$ cat src/rtl/spi_port_pkg.sv
package spi_port_pkg;

  typedef enum logic [1:0] {
    ROLE_OFF        = 2'd0,
    ROLE_MASTER     = 2'd1,
    ROLE_SLAVE_SEL  = 2'd2,
    ROLE_SLAVE_FREE = 2'd3
  } role_e;

  typedef enum logic [1:0] {
    SRC_FAST = 2'd0,
    SRC_MID  = 2'd1,
    SRC_SLOW = 2'd2,
    SRC_TICK = 2'd3
  } clk_src_e;

  typedef struct packed {
    role_e    role;
    clk_src_e src;
  } port_cfg_s;

  function automatic port_cfg_s decode_mode(input logic [3:0] code);
    port_cfg_s c;
    c.role = ROLE_OFF;
    c.src  = SRC_FAST;
    if (code[3:2] == 2'b00) begin
      c.role = ROLE_MASTER;
      c.src  = clk_src_e'(code[1:0]);
    end else if (code == 4'b0100) begin
      c.role = ROLE_SLAVE_SEL;
    end else if (code == 4'b0101) begin
      c.role = ROLE_SLAVE_FREE;
    end
    return c;
  endfunction

endpackage

$ cat src/rtl/spi_port_sync.sv
module spi_port_sync #(
  parameter int STAGES = 2
) (
  input  logic clk,
  input  logic rst_n,
  input  logic d,
  output logic q
);
  logic [STAGES-1:0] chain_q;

  always_ff @(posedge clk or negedge rst_n) begin
    if (!rst_n) chain_q <= '0;
    else        chain_q <= {chain_q[STAGES-2:0], d};
  end

  assign q = chain_q[STAGES-1];
endmodule

$ cat src/rtl/spi_port_shifter.sv
module spi_port_shifter #(
  parameter int BITS = 8
) (
  input  logic            clk,
  input  logic            rst_n,
  input  logic            clr,
  input  logic            load,
  input  logic [BITS-1:0] load_data,
  input  logic            smp,
  input  logic            lnc,
  input  logic            sdi,
  output logic            sdo,
  output logic            mid,
  output logic            done,
  output logic [BITS-1:0] rx_word
);
  localparam int CW = $clog2(BITS);

  logic [BITS-1:0] sh_q, sh_d;
  logic [CW-1:0]   cnt_q, cnt_d;
  logic            sdo_q, sdo_d;

  always_comb begin
    sh_d  = sh_q;
    cnt_d = cnt_q;
    sdo_d = sdo_q;
    done  = 1'b0;
    if (clr) begin
      cnt_d = '0;
    end else if (load) begin
      sh_d  = load_data;
      sdo_d = load_data[BITS-1];
    end else begin
      if (smp) begin
        sh_d = {sh_q[BITS-2:0], sdi};
        if (cnt_q == CW'(BITS-1)) begin
          cnt_d = '0;
          done  = 1'b1;
        end else begin
          cnt_d = cnt_q + 1'b1;
        end
      end
      if (lnc) sdo_d = sh_q[BITS-1];
    end
  end

  always_ff @(posedge clk or negedge rst_n) begin
    if (!rst_n) begin
      sh_q  <= '0;
      cnt_q <= '0;
      sdo_q <= 1'b0;
    end else begin
      sh_q  <= sh_d;
      cnt_q <= cnt_d;
      sdo_q <= sdo_d;
    end
  end

  assign rx_word = {sh_q[BITS-2:0], sdi};
  assign sdo     = sdo_q;
  assign mid     = (cnt_q != '0);
endmodule

$ cat src/rtl/spi_port_sckgen.sv
module spi_port_sckgen
  import spi_port_pkg::*;
#(
  parameter int BITS     = 8,
  parameter int DIV_FAST = 4,
  parameter int DIV_MID  = 16,
  parameter int DIV_SLOW = 64
) (
  input  logic     clk,
  input  logic     rst_n,
  input  logic     start,
  input  logic     stop,
  input  clk_src_e src,
  input  logic     tmr_tick,
  output logic     phase,
  output logic     lead,
  output logic     trail,
  output logic     busy
);
  localparam int CW    = $clog2(DIV_SLOW / 2) + 1;
  localparam int EDGES = 2 * BITS;
  localparam int EW    = $clog2(EDGES);

  logic [CW-1:0] div_q, div_d, half_m1;
  logic [EW-1:0] tog_q, tog_d;
  logic          ph_q, ph_d, busy_q, busy_d, step;

  always_comb begin
    case (src)
      SRC_FAST: half_m1 = CW'(DIV_FAST / 2 - 1);
      SRC_MID:  half_m1 = CW'(DIV_MID / 2 - 1);
      default:  half_m1 = CW'(DIV_SLOW / 2 - 1);
    endcase
  end

  assign step = busy_q && ((src == SRC_TICK) ? tmr_tick : (div_q == half_m1));

  always_comb begin
    busy_d = busy_q;
    ph_d   = ph_q;
    div_d  = div_q;
    tog_d  = tog_q;
    if (stop) begin
      busy_d = 1'b0;
      ph_d   = 1'b0;
      div_d  = '0;
      tog_d  = '0;
    end else if (start) begin
      busy_d = 1'b1;
      ph_d   = 1'b0;
      div_d  = '0;
      tog_d  = '0;
    end else if (step) begin
      ph_d  = ~ph_q;
      div_d = '0;
      tog_d = tog_q + 1'b1;
      if (tog_q == EW'(EDGES - 1)) busy_d = 1'b0;
    end else if (busy_q) begin
      div_d = div_q + 1'b1;
    end
  end

  always_ff @(posedge clk or negedge rst_n) begin
    if (!rst_n) begin
      busy_q <= 1'b0;
      ph_q   <= 1'b0;
      div_q  <= '0;
      tog_q  <= '0;
    end else begin
      busy_q <= busy_d;
      ph_q   <= ph_d;
      div_q  <= div_d;
      tog_q  <= tog_d;
    end
  end

  assign lead  = step && !ph_q && !stop;
  assign trail = step && ph_q && !stop;
  assign phase = ph_q;
  assign busy  = busy_q;
endmodule

$ cat src/rtl/spi_port.sv
module spi_port
  import spi_port_pkg::*;
#(
  parameter int BITS        = 8,
  parameter int DIV_FAST    = 4,
  parameter int DIV_MID     = 16,
  parameter int DIV_SLOW    = 64,
  parameter int SYNC_STAGES = 2
) (
  input  logic            clk,
  input  logic            rst_n,
  input  logic [3:0]      mode,
  input  logic            cke,
  input  logic            ckp,
  input  logic            wr_en,
  input  logic [BITS-1:0] wr_data,
  input  logic            rd_en,
  input  logic            clr_err,
  output logic [BITS-1:0] rd_data,
  output logic            buf_full,
  output logic            overflow,
  output logic            wr_collision,
  output logic            irq,
  input  logic            tmr_tick,
  input  logic            sck_in,
  output logic            sck_out,
  output logic            sck_oe,
  input  logic            sdi,
  output logic            sdo,
  output logic            sdo_oe,
  input  logic            ss_in
);
  localparam int NPINS = 3;

  port_cfg_s cfg;
  logic [1:0] rst_pipe;
  logic       rst_core_n;
  logic [NPINS-1:0] pin_raw, pin_s;
  logic sck_s, ss_hi, sdi_s, sck_p;
  logic is_master, is_slave, slave_live;
  logic s_edge, s_lead, s_trail, g_lead, g_trail, g_phase, g_busy;
  logic lead, trail, smp, lnc, xfer_busy, wr_ok, wr_bad, sh_clr, sdi_use;
  logic sh_mid, done;
  logic [BITS-1:0] rx_word;
  logic [BITS-1:0] buf_q, buf_d;
  logic full_q, full_d, ovf_q, ovf_d, wcol_q, wcol_d, irq_q, irq_d;

  assign cfg = decode_mode(mode);

  always_ff @(posedge clk or negedge rst_n) begin
    if (!rst_n) rst_pipe <= 2'b00;
    else        rst_pipe <= {rst_pipe[0], 1'b1};
  end
  assign rst_core_n = rst_pipe[1];

  assign pin_raw = {ss_in, sck_in, sdi};
  for (genvar gi = 0; gi < NPINS; gi++) begin : g_pin_sync
    spi_port_sync #(.STAGES(SYNC_STAGES)) u_sync (
      .clk(clk), .rst_n(rst_core_n), .d(pin_raw[gi]), .q(pin_s[gi]));
  end
  assign sdi_s = pin_s[0];
  assign sck_s = pin_s[1];
  assign ss_hi = pin_s[2];

  always_ff @(posedge clk or negedge rst_core_n) begin
    if (!rst_core_n) sck_p <= 1'b0;
    else             sck_p <= sck_s;
  end

  assign is_master  = (cfg.role == ROLE_MASTER);
  assign is_slave   = (cfg.role == ROLE_SLAVE_SEL) || (cfg.role == ROLE_SLAVE_FREE);
  assign slave_live = is_slave && !((cfg.role == ROLE_SLAVE_SEL) && ss_hi);
  assign s_edge     = slave_live && (sck_s != sck_p);
  assign s_lead     = s_edge && (sck_s != ckp);
  assign s_trail    = s_edge && (sck_s == ckp);

  assign lead      = is_master ? g_lead  : s_lead;
  assign trail     = is_master ? g_trail : s_trail;
  assign smp       = cke ? lead  : trail;
  assign lnc       = cke ? trail : lead;
  assign xfer_busy = is_master ? g_busy : sh_mid;
  assign wr_ok     = wr_en && (cfg.role != ROLE_OFF) && !xfer_busy;
  assign wr_bad    = wr_en && (cfg.role != ROLE_OFF) && xfer_busy;
  assign sh_clr    = (cfg.role == ROLE_OFF) || ((cfg.role == ROLE_SLAVE_SEL) && ss_hi);
  assign sdi_use   = is_master ? sdi : sdi_s;

  spi_port_sckgen #(
    .BITS(BITS), .DIV_FAST(DIV_FAST), .DIV_MID(DIV_MID), .DIV_SLOW(DIV_SLOW)
  ) u_sckgen (
    .clk(clk), .rst_n(rst_core_n), .start(wr_ok && is_master), .stop(!is_master),
    .src(cfg.src), .tmr_tick(tmr_tick), .phase(g_phase), .lead(g_lead),
    .trail(g_trail), .busy(g_busy));

  spi_port_shifter #(.BITS(BITS)) u_shifter (
    .clk(clk), .rst_n(rst_core_n), .clr(sh_clr), .load(wr_ok), .load_data(wr_data),
    .smp(smp), .lnc(lnc), .sdi(sdi_use), .sdo(sdo), .mid(sh_mid), .done(done),
    .rx_word(rx_word));

  always_comb begin
    buf_d  = buf_q;
    full_d = full_q;
    ovf_d  = ovf_q;
    wcol_d = wcol_q;
    irq_d  = done;
    if (rd_en)  full_d = 1'b0;
    if (wr_bad) wcol_d = 1'b1;
    if (done) begin
      if (full_q && !rd_en) begin
        ovf_d = 1'b1;
      end else begin
        buf_d  = rx_word;
        full_d = 1'b1;
      end
    end
    if (clr_err) begin
      ovf_d  = 1'b0;
      wcol_d = 1'b0;
    end
  end

  always_ff @(posedge clk or negedge rst_core_n) begin
    if (!rst_core_n) begin
      buf_q  <= '0;
      full_q <= 1'b0;
      ovf_q  <= 1'b0;
      wcol_q <= 1'b0;
      irq_q  <= 1'b0;
    end else begin
      buf_q  <= buf_d;
      full_q <= full_d;
      ovf_q  <= ovf_d;
      wcol_q <= wcol_d;
      irq_q  <= irq_d;
    end
  end

  always_comb begin
    case (cfg.role)
      ROLE_MASTER, ROLE_SLAVE_FREE: sdo_oe = 1'b1;
      ROLE_SLAVE_SEL:               sdo_oe = !ss_hi;
      default:                      sdo_oe = 1'b0;
    endcase
  end

  assign sck_out      = is_master ? (g_phase ^ ckp) : ckp;
  assign sck_oe       = is_master;
  assign rd_data      = buf_q;
  assign buf_full     = full_q;
  assign overflow     = ovf_q;
  assign wr_collision = wcol_q;
  assign irq          = irq_q;
endmodule

$ cat config.mk
export PLATFORM = sky130hd
export DESIGN_NAME = spi_port
export DESIGN_NICKNAME = d
export VERILOG_FILES = /design/src/rtl/spi_port_pkg.sv /design/src/rtl/spi_port_sync.sv /design/src/rtl/spi_port_shifter.sv /design/src/rtl/spi_port_sckgen.sv /design/src/rtl/spi_port.sv
export SDC_FILE = /design/constraint.sdc
export NUM_CORES = 1
export LEC_CHECK = 0
export BUFFER_PORTS_ARGS = -buffer_cell sky130_fd_sc_hd__buf_2
export CORE_MARGIN = 2
export CORE_UTILIZATION = 40
export DETAILED_ROUTE_END_ITERATION = 8
export HOLD_SLACK_MARGIN = 0.1
export REMOVE_ABC_BUFFERS = 1
export SETUP_SLACK_MARGIN = 0.05
export SYNTH_ARGS = -nofsm -noshare
export SYNTH_HDL_FRONTEND = slang
export SYNTH_SLANG_ARGS = --single-unit
$ cat constraint.sdc
create_clock -name clk -period 1.8 [get_ports clk]
set_input_delay 0.36 -clock clk [delete_from_list [all_inputs] [get_ports clk]]
set_output_delay 0.36 -clock clk [all_outputs]
set_load 0.01 [all_outputs]
-- After elaboration in Yosys (flattened, before gate mapping)
Index checks and enable logic that the tools add are counted.
- equality and inequality tests: 17
- reductions and logical operators: 40
- muxes and demuxes: 48
- bitwise operators: 4
- add/subtract/negate cells: 3
- operators by type and width (operator ; count):
    two-way mux 1 bit ; 29
    two-way mux 6 bit ; 4
    two-way mux 8 bit ; 2
    logical AND 1 bit ; 15
    nonzero test 2 bit ; 7
    two-way mux 3 bit ; 4
    two-way mux 4 bit ; 3
    AND reduction 2 bit ; 6
    one-hot mux 5 bit (2 select lines) ; 1
    equality test 4 x 3 -> 1 bit, second input constant ; 2
    two-way mux 2 bit ; 4
    adder 6 x 1 -> 6 bit, second input constant ; 1
    equality test 2 bit, second input constant ; 3
    equality test 6 x 5 -> 1 bit ; 1
    zero test 2 bit ; 3
    != test 3 x 1 -> 1 bit, second input constant ; 2
    zero test 1 bit ; 5
    adder 4 x 1 -> 4 bit, second input constant ; 1
    equality test 2 x 1 -> 1 bit, second input constant ; 2
    equality test 4 bit, second input constant ; 1
    != test 4 x 1 -> 1 bit, second input constant ; 1
    adder 3 x 1 -> 3 bit, second input constant ; 1
    equality test 3 bit, second input constant ; 1
    NOT 1 bit ; 3
    8 further kinds ; 10
- logic and storage cells: 129
- output and inout port bits: 16
- bits of input ports: 23
- bits in registers: 45

-- Logic depth before layout (Yosys ltp)
- word-level depth: 17
- mapped depth: 9
- mapped depth without buffers: 7

-- Modules after synthesis
From an unflattened synthesis, not the netlist that was laid out.
- cell total of the unflattened synthesis: 219
- area total of the unflattened synthesis: 2304.7 um^2
- by module, submodules not included (module ; cells an instance ; area an instance (um^2) ; times used ; sequential area each (um^2)):
    spi_port_shifter ; 76 ; 730.7 ; 1 ; 300.3
    spi_port_sckgen ; 74 ; 729.4 ; 1 ; 300.3
    spi_port ; 63 ; 694.4 ; 1 ; 375.4
    spi_port_sync ; 2 ; 50.0 ; 3 ; 50.0

-- Worst setup path after synthesis
No wires, ideal clock.
- path type: input -> register
- start: in mode[3]
- end: reg buf_q[0] (netlist: rd_data[0])
- arrival: 2250 ps
- buffers on the path: 1
- setup time: 125 ps
- path slack: -575 ps
- stages on the path: 7
- required time: 1675 ps
- cell sequence: buf_4 > nor3b_1 > or3_4 > a2111oi_4 > a211oi_2 > nor3_4 > mux2_2
- longest elaborated chain between the ends: 16
- elaborated cells between the ends (all ways): 43
- those cells by class: eq/ne (8); mux (14); reduce/logical (21)
- ends and longest elaborated chain (element ; line ; RTL):
    from (decl) ; spi_port.sv:12 ; input logic [3:0] mode,
    parallel branches: the longest is 16 deep, another holds equality test 6 x 5 -> 1 bit ; -- ;
    to (signal assigned) ; spi_port.sv:129 ; buf_q <= buf_d;
    to (decl) ; spi_port.sv:45 ; logic [BITS-1:0] buf_q, buf_d;
Parallel ways; which one is timed is not known.
A chain may end at the register's enable or synchronous reset.

-- Worst setup path in the final report
- start: reg u_sckgen.div_q[2]
- end: reg u_shifter.sh_q[4]
- longest elaborated chain between the ends: 9
- elaborated cells between the ends (all ways): 12
- those cells by class: eq/ne (1); mux (4); reduce/logical (7)
- ends and longest elaborated chain (element ; line ; RTL):
    from (decl) ; spi_port_sckgen.sv:24 ; logic [CW-1:0] div_q, div_d, half_m1;
    from (signal assigned) ; spi_port_sckgen.sv:72 ; div_q <= div_d;
    equality test 6 x 5 -> 1 bit (*) ; spi_port_sckgen.sv:36 ; assign step = busy_q && ((src == SRC_TICK) ? tmr_tick : (div_q == half_m1));
    two-way mux 1 bit (*) ; spi_port_sckgen.sv:36 ;
    logical AND 1 bit (*) ; spi_port_sckgen.sv:36 ;
    logical AND 1 bit (on tied branches) (2 in series) ; spi_port_sckgen.sv:78, spi_port_sckgen.sv:77 ;
    two-way mux 1 bit (on tied branches) ; spi_port.sv:78, spi_port.sv:77 ;
    two-way mux 1 bit (*) ; spi_port.sv:79 ; assign smp = cke ? lead : trail;
    nonzero test 2 bit (no line) (*) ; -- ;
    AND reduction 2 bit (no line) (*) ; -- ;
    to (signal assigned) ; spi_port_shifter.sv:49 ; sh_q <= '0;
    to (signal assigned) ; spi_port_shifter.sv:53 ; sh_q <= sh_d;
    to (decl) ; spi_port_shifter.sv:19 ; logic [BITS-1:0] sh_q, sh_d;
Mark *: on every way between the ends. The rest lies on a longest branch, timed or not.

==> results.cfg <==
[synthesis]
synth_edf_count = 0
netlist-cell-type-count = 47
synth_top_cells_by_area = dfrtp_1 (51%), mux2_2 (4.5%), o221a_2 (4.0%)
synth-compound-area-share_pct = 13.7
synth_top_cell_area_share_pct = 50.5
synthMostInstantiatedCell = dfrtp_1
post_synth_xor_area_fraction_pct = 4.32
synthTopCellsByCount = dfrtp_1 (45), nand2_1 (18), nor2_1 (16)
post_synth_instance_area_um2 = 2230
yosysSeqAreaShare_pct = 50.5
yosys-mux-area-fraction_pct = 6.34
yosys.area_share.adder_pct = 2.81
synth_top_family_by_area = simple AND/OR/NAND/NOR gates
ys_dominant_reg_cell = dfrtp_1
syn-instance-count = 203
ys_async_sr_fraction_pct = 100
synth.yosys.warnings = 0
synth.avg_cell_area_um2 = 11.0
synth_simple_gate_area_share_pct = 18.4
ff_latch_count_synth = 45
netlist.top_cell.by_area = dfrtp_1

[global_routing]
vias_in_the_first_global_route = 1820
grt_antenna_before_repair = 0
pin_count_of_the_biggest_net_entering_global_routing = 44
gr-usage-all-layers_pct = 18.0
grt_first_pass_wirelength_um = 8600
global_route.overflow_total = 0

[routing]
drt-wirelength-per-cell_um = 14.2
wirelength_um = 5120
post_drt_via_cell_ratio = 4.99
dr.first_iter.drc_count = 77
detail_route.first_pass.iterations = 3
drc = 0
antenna_violating_nets_post_route = 0
route.vias.total = 1800

[timing]
finalWorstSetupSlack_ns = -0.268
slew_violations = 0
finalCritPeriodShare_pct = 115
finalWorstPathRequiredPeriod_ns = 2.07
fmax_mhz = 484
grt_setup_unrepaired = yes
timing.slew.headroom_pct = 63.6
finClkSkew_ns = 0.00326
timing_worst_slew_pin_value_ns = 0.545
hold_violations = 0
setup_viol = 34

[power_and_ir_drop]
vdd_drop_max_mv = 0.406
power.internal_mw = 1.59
seq_power_share_pct = 54.4
power.density_nw_per_um2 = 688
leakage_nw = 1.52
switching_power_uw = 577
pwr-share-comb_pct = 17.2
sw_frac_of_total_pct = 26.6
power.share.clock_pct = 28.4

[layout]
diodes = 0
post_route_cells_drive_above_1_share_pct = 48.4
final_cells = 361
layout.area.seq_um2 = 1130
multi_input_area_um2 = 1230
design.final.nets = 316
num-fill-cells = 463
area_growth_synth_to_finish_pct = 41.4

[clock_network]
cts_buffer_depth = 2
clk_latency_ns = 0.30
numCtsBuffers = 5
clk_pin_slew_ns = 0.08
cts_sinks = 45
htree_num_levels = 2
clock_tree_from_tritoncts = yes
cts_root_buffer = clkbuf_8

[setup_path]
critPathLaunchType = flop
worst-setup-path-type = reg -> reg
critPathRequiredTime_ns = 1.99
timing.critical_path.fanout_max = 5
r2r_endpoint = u_shifter.sh_q[4]
cp_data_arrival_time_ns = 2.26
end_kind = flop
worstRegToRegCells = 6
r2r-start = u_sckgen.div_q[2]
r2r_slack_ns = -0.27

[floorplan]
core_um2 = 5440
initial_utilization_pct = 41.0
die-area_um2 = 6190
standard_cell_rows = 27
dieWidth_um = 78.7
io_pins = 39
floorplan.die.height_um = 78.7

[place]
hpwl_um = 3450
place_congestion = 0.827
preCtsSetupSlack_ns = -0.570
place_inst = 345
number_of_port_buffers = 38

[hold_path]
hp-start = ss_in
timing.hold.worst.class = in -> reg
hold-path-endpoint = g_pin_sync[2].u_sync.chain_q[0]
min_delay_path_depth = 1

[run]
drv.max_cap_violation_count = 0

[outcome]
run_status = complete, but fails checks
violations = negative setup slack
==> cells by family (layout without fill, tap and decap cells) <==
group,after synthesis,count (layout)
AO/OA/AOI/OAI,37,37
XOR/XNOR,11,11
adder cells (fa/ha/maj),5,5
buffers and inverters,19,104
flip-flops,45,45
multiplexers,13,13
other,1,1
AND/OR/NAND/NOR,72,73
==> worst max path at each step <==
stage | start | end | slack (ns) | cells after the start
floorplan | mode[0] | rd_data[0] | -0.52 | 6
global placement | mode[0] | rd_data[2] | -0.53 | 8
detailed placement | mode[0] | rd_data[6] | -0.57 | 8
CTS | u_sckgen.div_q[2] | rd_data[6] | -0.27 | 6
global route | u_sckgen.div_q[2] | rd_data[1] | -0.35 | 6
finish | u_sckgen.div_q[2] | u_shifter.sh_q[4] | -0.27 | 6
==> critical path, cell delays in order, from the launching register on <==
cell       delay (ns)
dfrtp_1          0.43
or3_4            0.39
a2111oi_4        0.38
a211oi_4         0.13
buf_4            0.18
nand2b_4         0.19
o221a_4          0.26
==> cell usage in the layout, fill, tap and decap left out, types with 2 or more instances in the layout <==
master     instances
a31oi_1            2
clkbuf_1           2
and3b_1            2
o211ai_1           4
or2_2              9
nor3_1             2
a21oi_1            2
buf_6              8
inv_1             13
clkbuf_8           5
nand2_1           16
and3_1             3
nand3_1            2
o21ai_2            2
nand3b_1           2
dfrtp_1           44
buf_4             36
nor2_2             4
nor2_1            12
ha_1               5
nand2b_4           3
xnor2_1            2
o221a_4            8
xor2_1             9
nand2b_1           3
o2111ai_2          2
o21ai_1            2
buf_2             36
nor3b_1            3
mux2_4             8
o22ai_1            2
o21ai_0            3
mux2i_1            3
==> area by class of cell <==
type	instances	area share [%]
Clock inverter	1	0.238
Timing Repair Buffer	82	18.1
Tap cell	72	2.86
Multi-Input combinational cell	140	39.0
Inverter	14	1.67
Clock buffer	7	2.42
Sequential cell	45	35.8
==> routing by layer <==
layer / track usage, % / wire [µm]
met3: 3.79 / 213
met1: 25.2 / 2460
met5: 0 / 0
met2: 27.9 / 2360
met4: 5.79 / 84
==> repair_timing <==
item	4_1_cts	5_1_grt
resized for setup	43	12
endpoints found under the hold margin	2	0
gates cloned	1	0
pin swaps	25	9
buffers inserted	4	3
hold buffers	1	0
setup endpoints to repair	37	37
==> power by group through the flow <==
stage / registers [mW] / logic [mW] / clock network, mW
CTS: 1.18 / 0.363 / 0.643
detailed placement: 1.17 / 0.286 / 0
finish: 1.18 / 0.373 / 0.615
global placement: 1.17 / 0.281 / 0
global route: 1.19 / 0.407 / 0.681
floorplan: 1.17 / 0.144 / 0
==> stage by stage <==
stage	total power, mW	hold WS [ns]	TNS, ns	util, %	area, µm²
finish	2.17	0.166	-6.91	58.0	3150
floorplan	1.32	0.0644	-8.41	-	2200
global route	2.28	0.152	-9.25	58.0	3150
CTS	2.18	0.151	-6.04	57.0	3100
global placement	1.45	0.146	-14.22	50.9	2770
detailed placement	1.46	0.147	-15.05	50.9	2770
==> state kept, by name, summed over array words and instances (netlist names) <==
name,cells
g_pin_sync.u_sync.chain_q,6
u_sckgen.div_q,6
wr_collision,1
u_shifter.sdo,1
sck_p,1
rd_data,8
u_sckgen.tog_q,4
rst_pipe,2
u_shifter.sh_q,8
u_sckgen.busy,1
u_shifter.cnt_q,3
overflow,1
u_sckgen.phase,1
buf_full,1
irq,1
Note: power is estimated with default switching activity, not from simulation.
